[src/rtl/wdt_pkg.sv]
package wdt_pkg;
  typedef logic [2:0] addr_t;
  localparam addr_t ADR_CTRL   = 3'd0;
  localparam addr_t ADR_LIM_S  = 3'd1;
  localparam addr_t ADR_LIM_H  = 3'd2;
  localparam addr_t ADR_PAT    = 3'd3;
  localparam addr_t ADR_STATUS = 3'd4;
  localparam logic [31:0] PAT_KEY = 32'h5AFE_C0DE;
endpackage

[src/rtl/wdt_prescaler.sv]
module wdt_prescaler #(
  parameter int PRESCALE = 1000
) (
  input  logic clk,
  input  logic rst,
  input  logic run,
  input  logic restart,
  output logic tick
);
  localparam int PW = (PRESCALE > 1) ? $clog2(PRESCALE) : 1;
  localparam logic [PW-1:0] LAST = PW'(PRESCALE - 1);

  logic [PW-1:0] pcnt;

  assign tick = run && !restart && (pcnt == LAST);

  always_ff @(posedge clk) begin
    if (rst || !run || restart || tick) pcnt <= '0;
    else                                pcnt <= pcnt + 1'b1;
  end
endmodule

[src/rtl/wdt_stage.sv]
module wdt_stage #(
  parameter int W          = 32,
  parameter bit CLR_ON_PAT = 1'b1
) (
  input  logic         clk,
  input  logic         rst,
  input  logic         en,
  input  logic         tick,
  input  logic         pat,
  input  logic         w1c,
  input  logic [W-1:0] limit,
  output logic [W-1:0] cnt,
  output logic         flag
);
  localparam logic [W-1:0] ONE = {{(W-1){1'b0}}, 1'b1};

  logic step, hit, soft_clr;

  assign step = en && !pat && tick && (cnt != limit);
  assign hit  = step && ((cnt + ONE) == limit);

  always_ff @(posedge clk) begin
    if (rst || !en || pat) cnt <= '0;
    else if (step)         cnt <= cnt + ONE;
  end

  generate
    if (CLR_ON_PAT) begin : g_soft
      assign soft_clr = pat || w1c;
    end else begin : g_hard
      assign soft_clr = 1'b0;
    end
  endgenerate

  always_ff @(posedge clk) begin
    if (rst || !en)    flag <= 1'b0;
    else if (hit)      flag <= 1'b1;
    else if (soft_clr) flag <= 1'b0;
  end
endmodule

[src/rtl/wdt_regs.sv]
module wdt_regs
  import wdt_pkg::*;
#(
  parameter int W = 32
) (
  input  logic         clk,
  input  logic         rst,
  input  logic         we,
  input  logic         re,
  input  addr_t        addr,
  input  logic [W-1:0] wdata,
  input  logic         flag_s,
  input  logic         flag_h,
  output logic [W-1:0] rdata,
  output logic         en,
  output logic [W-1:0] lim_s,
  output logic [W-1:0] lim_h,
  output logic         pat,
  output logic         w1c_s
);
  localparam logic [W-1:0] KEY = PAT_KEY[W-1:0];

  assign pat   = we && en && (addr == ADR_PAT) && (wdata == KEY);
  assign w1c_s = we && (addr == ADR_STATUS) && wdata[0];

  always_ff @(posedge clk) begin
    if (rst) begin
      en    <= 1'b0;
      lim_s <= '0;
      lim_h <= '0;
    end else if (we) begin
      if (addr == ADR_CTRL)             en    <= wdata[0];
      if (addr == ADR_LIM_S && !en)     lim_s <= wdata;
      if (addr == ADR_LIM_H && !en)     lim_h <= wdata;
    end
  end

  always_ff @(posedge clk) begin
    if (rst) rdata <= '0;
    else if (re) begin
      case (addr)
        ADR_CTRL:   rdata <= W'(en);
        ADR_LIM_S:  rdata <= lim_s;
        ADR_LIM_H:  rdata <= lim_h;
        ADR_STATUS: rdata <= W'({flag_h, flag_s});
        default:    rdata <= '0;
      endcase
    end
  end
endmodule

[src/rtl/dual_stage_watchdog.sv]
module dual_stage_watchdog
  import wdt_pkg::*;
#(
  parameter int DATA_W   = 32,
  parameter int PRESCALE = 1000
) (
  input  logic              clk,
  input  logic              rst,
  input  logic              bus_we,
  input  logic              bus_re,
  input  logic [2:0]        bus_addr,
  input  logic [DATA_W-1:0] bus_wdata,
  output logic [DATA_W-1:0] bus_rdata,
  output logic              irq_soft,
  output logic              panic_hard
);
  logic              en, pat, w1c_s, tick;
  logic [DATA_W-1:0] lim_s, lim_h, cnt_s, cnt_h;

  wdt_regs #(.W(DATA_W)) u_regs (
    .clk(clk), .rst(rst), .we(bus_we), .re(bus_re), .addr(bus_addr),
    .wdata(bus_wdata), .flag_s(irq_soft), .flag_h(panic_hard),
    .rdata(bus_rdata), .en(en), .lim_s(lim_s), .lim_h(lim_h),
    .pat(pat), .w1c_s(w1c_s)
  );

  wdt_prescaler #(.PRESCALE(PRESCALE)) u_pre (
    .clk(clk), .rst(rst), .run(en), .restart(pat), .tick(tick)
  );

  wdt_stage #(.W(DATA_W), .CLR_ON_PAT(1'b1)) u_soft (
    .clk(clk), .rst(rst), .en(en), .tick(tick), .pat(pat), .w1c(w1c_s),
    .limit(lim_s), .cnt(cnt_s), .flag(irq_soft)
  );

  wdt_stage #(.W(DATA_W), .CLR_ON_PAT(1'b0)) u_hard (
    .clk(clk), .rst(rst), .en(en), .tick(tick), .pat(pat), .w1c(1'b0),
    .limit(lim_h), .cnt(cnt_h), .flag(panic_hard)
  );
endmodule


[config.mk]
export PLATFORM = sky130hd
export DESIGN_NAME = dual_stage_watchdog
export DESIGN_NICKNAME = d
export VERILOG_FILES = /design/src/rtl/wdt_pkg.sv /design/src/rtl/wdt_prescaler.sv /design/src/rtl/wdt_stage.sv /design/src/rtl/wdt_regs.sv /design/src/rtl/dual_stage_watchdog.sv
export SDC_FILE = /design/constraint.sdc
export NUM_CORES = 1
export LEC_CHECK = 0
export BUFFER_PORTS_ARGS = -buffer_cell sky130_fd_sc_hd__buf_2
export CAP_MARGIN = 20
export CELL_PAD_IN_SITES_DETAIL_PLACEMENT = 1
export CELL_PAD_IN_SITES_GLOBAL_PLACEMENT = 2
export CORE_MARGIN = 10
export CORE_UTILIZATION = 39
export DETAILED_ROUTE_END_ITERATION = 8
export GPL_ROUTABILITY_DRIVEN = 0
export PLACE_DENSITY_LB_ADDON = 0.25
export SLEW_MARGIN = 20
export SYNTH_ARGS = -nofsm -noshare
export SYNTH_HDL_FRONTEND = slang
export SYNTH_SLANG_ARGS = --single-unit
[constraint.sdc]
create_clock -name clk -period 7.51 [get_ports clk]
set_clock_uncertainty 0.15 [all_clocks]
set_input_delay 0 -clock clk [delete_from_list [all_inputs] [get_ports clk]]
set_output_delay 0 -clock clk [all_outputs]
set_load 0.02 [all_outputs]
==> impl_metrics.json <==
{
  "nNetsFinal": 1302,
  "max-vdd-ir-drop_v": 0.000134,
  "dp_hpwl_um": 24300,
  "avgViaCountPerCell": 5.69,
  "cts_sinks": 173,
  "required_ps": 7650,
  "synth_cells": 1199,
  "crit_fanout": 22,
  "final.period_utilization": 0.458,
  "yosys_warnings": 0,
  "grt_max_degree": 66,
  "fin_tns_setup_ps": 0,
  "grt_overflow": 0,
  "cts_tree": "done",
  "p_per_area_nw_per_um2": 180,
  "yosysTopAreaCell": "dfxtp_1",
  "area_delta_synth_final_pct": 16.1,
  "fmax_mhz": 291,
  "rsz0062_at_grt": "false",
  "numCtsBuffers": 17,
  "initial_utilization": 0.398,
  "antenna_found_initial": 1,
  "remaining_drc_errors": 0,
  "dieWidth_um": 175,
  "min_path_type": "in -> reg",
  "ys_seq_elements": 173,
  "cts_max_level": 4,
  "slew_headroom": 0.364,
  "drt-pass1-iter-count": 7,
  "cap_viol_max_count": 0,
  "postCtsHoldBufs": 41,
  "synthesis.area_um2": 9390,
  "top_usage_layer": "met2",
  "worst-setup-path-type": "reg -> reg",
  "wl_um": 33800,
  "synthFlopType": "dfxtp_1",
  "fillers": 2908,
  "grt_pass1_wl_um": 52700,
  "die_area_um2": 30700,
  "tightest_slew_ps": 949,
  "synth.area.top_cells": "dfxtp_1, xnor2_1, nand2_1",
  "synth.most_common_cell": "nand2_1",
  "cts-root-buf": "clkbuf_16",
  "netlist.area_leader.share": 0.369,
  "drtIter0Drc": 647,
  "gr-usage-met1": 0.281,
  "grt_pass1_vias": 8897,
  "hold_viol": 0,
  "async_flop_share": 0,
  "cp-end-kind": "flip-flop",
  "die_h_um": 175,
  "core_area_um2": 23600,
  "track_usage": 0.216,
  "synth_cell_types": 65,
  "setup_viol": 0,
  "slew_violations": 0,
  "vias": 9057,
  "leakagePower_nw": 3.70,
  "clk_latency_ps": 440,
  "status": "finished clean",
  "port_buffers": 72,
  "synth_edf_count": 0,
  "cts_buffer_depth": 2,
  "synth_commonest_cells": "nand2_1, dfxtp_1, a21oi_1, nor2_1, xnor2_1",
  "arrival_ps": 3580,
  "met3_usage": 0.0330,
  "critPathLaunchType": "flip-flop",
  "final_antenna_net_count": 0,
  "period_minus_slack_ps": 3440,
  "clkTransAtPathRegs_ps": 70,
  "seq_area_frac_synth": 0.369,
  "drive_gt1_frac": 0.0998,
  "rows": 56,
  "postCtsSetupBuffers": 0,
  "wl_per_cell_um": 21.2,
  "pin_count": 73,
  "met2_usage": 0.359,
  "avgSynthCellArea_um2": 7.83,
  "power.total_mw": 1.97,
  "cts-resized-gates": 0,
  "syn-num-nets": 1241
}
kinds of logic (layout without fill, tap and decap cells):
kind of cell,Yosys count,in the layout,synth area share
other,0,1,0
buffers and inverters,89,162,0.0380
AND/OR/NAND/NOR,568,568,0.304
adder cells (fa/ha/maj),3,3,0.00400
XOR/XNOR,151,151,0.141
AO/OA/AOI/OAI,208,208,0.137
flip-flops,173,173,0.369
multiplexers,7,7,0.00759
through the flow:
step / utilization / instances / instance area (um2) / hold slack (ps) / setup WS (ps)
after global placement: 0.420 / 1519 / 9920 / 121 / 4140
final: 0.462 / 1592 / 10900 / 23.3 / 4070
after detailed placement: 0.420 / 1519 / 9920 / 127 / 4090
after CTS: 0.462 / 1591 / 10900 / 22.8 / 4070
after floorplan: - / 1199 / 9390 / -14.0 / 4820
after global routing: 0.462 / 1592 / 10900 / 63.9 / 3850
layout by cell type (no fill, tap or decap), types with 3 or more instances in the layout:
master         netlist  routed
clkbuf_16            0      17
xor2_1              63      63
nand3b_1             4       4
a22o_1              30      30
nor4b_1              6       6
o21ai_0             15      15
o21ai_1             10      10
o2111ai_1            3       3
dfxtp_1            173     173
and3_1              12      12
nand2b_1             8       8
nor4bb_1             3       3
inv_6                0       4
mux2i_1              6       6
inv_8                0       6
and4_1              11      11
nor2_1             116     115
buf_2                9      71
nor2b_1             44      44
buf_4                1      10
nand4_1             49      49
xnor2_1             88      88
inv_1                9       9
a31oi_1              8       8
a21oi_1            116     116
nand2_1            185     184
nor4_1              20      20
ha_1                 3       3
nand3_1             32      32
nand4b_1            10      10
and2_1               4       5
dlygate4sd3_1        0      41
or4_1                6       6
or3_1               16      16
nor3_1              27      27
layout make-up:
type	instances	area, um2	share of cell area
tap	319	399	0.0366
timing repair buffer	122	841	0.0771
clock buffer	17	425	0.0390
antenna	1	2.50	0.000229
inverter	9	33.8	0.00310
clock inverter	14	150	0.0138
multi-input combinational	937	5590	0.513
sequential	173	3460	0.318
sequential cells by signal, summed over array words and instances, names as in the netlist:
signal and cells:
u_soft.flag 1, u_regs.lim_h 32, u_pre.pcnt 10, u_regs.en 1
u_hard.flag 1, u_regs.lim_s 32, u_soft.cnt 32, u_regs.rdata 32
u_hard.cnt 32
per-layer routing:
| metal | share of wire | vias to the layer above |
|---|---|---|
| met1 | 0.45 | 4448 |
| met4 | 0.025 | 0 |
| met5 | 0 | - |
| li1 | - | 4291 |
| met3 | 0.051 | 56 |
| met2 | 0.48 | 262 |
worst max-delay path, stage by stage, from the launching register on:
cell and delay, ps:
dfxtp_1 410, xor2_1 180, or4_1 560, or4_4 560, o31ai_4 660, buf_4 370
nand2b_1 180, xor2_1 160, nor2_1 60
path summary, 6_finish.rpt:
| check | from | endpoint | slack [ps] | cells after the start |
|---|---|---|---|---|
| min | bus_addr[1] | u_soft.flag$_SDFFE_PP0P_ | 20 | 5 |
| min reg2reg | u_pre.pcnt[0]$_SDFF_PP0_ | u_pre.pcnt[0]$_SDFF_PP0_ | 310 | 1 |
| max reg2reg | u_soft.cnt[24]$_SDFFE_PP0P_ | u_soft.cnt[7]$_SDFFE_PP0P_ | 4070 | 8 |
| max | u_soft.cnt[24]$_SDFFE_PP0P_ | u_soft.cnt[7]$_SDFFE_PP0P_ | 4070 | 8 |
power by group:
part           switching, mW  internal, mW
sequential            0.0119         0.924
combinational         0.0761        0.0471
clock                  0.434         0.472
total                  0.522          1.44
(Power assumes the default switching activity.)
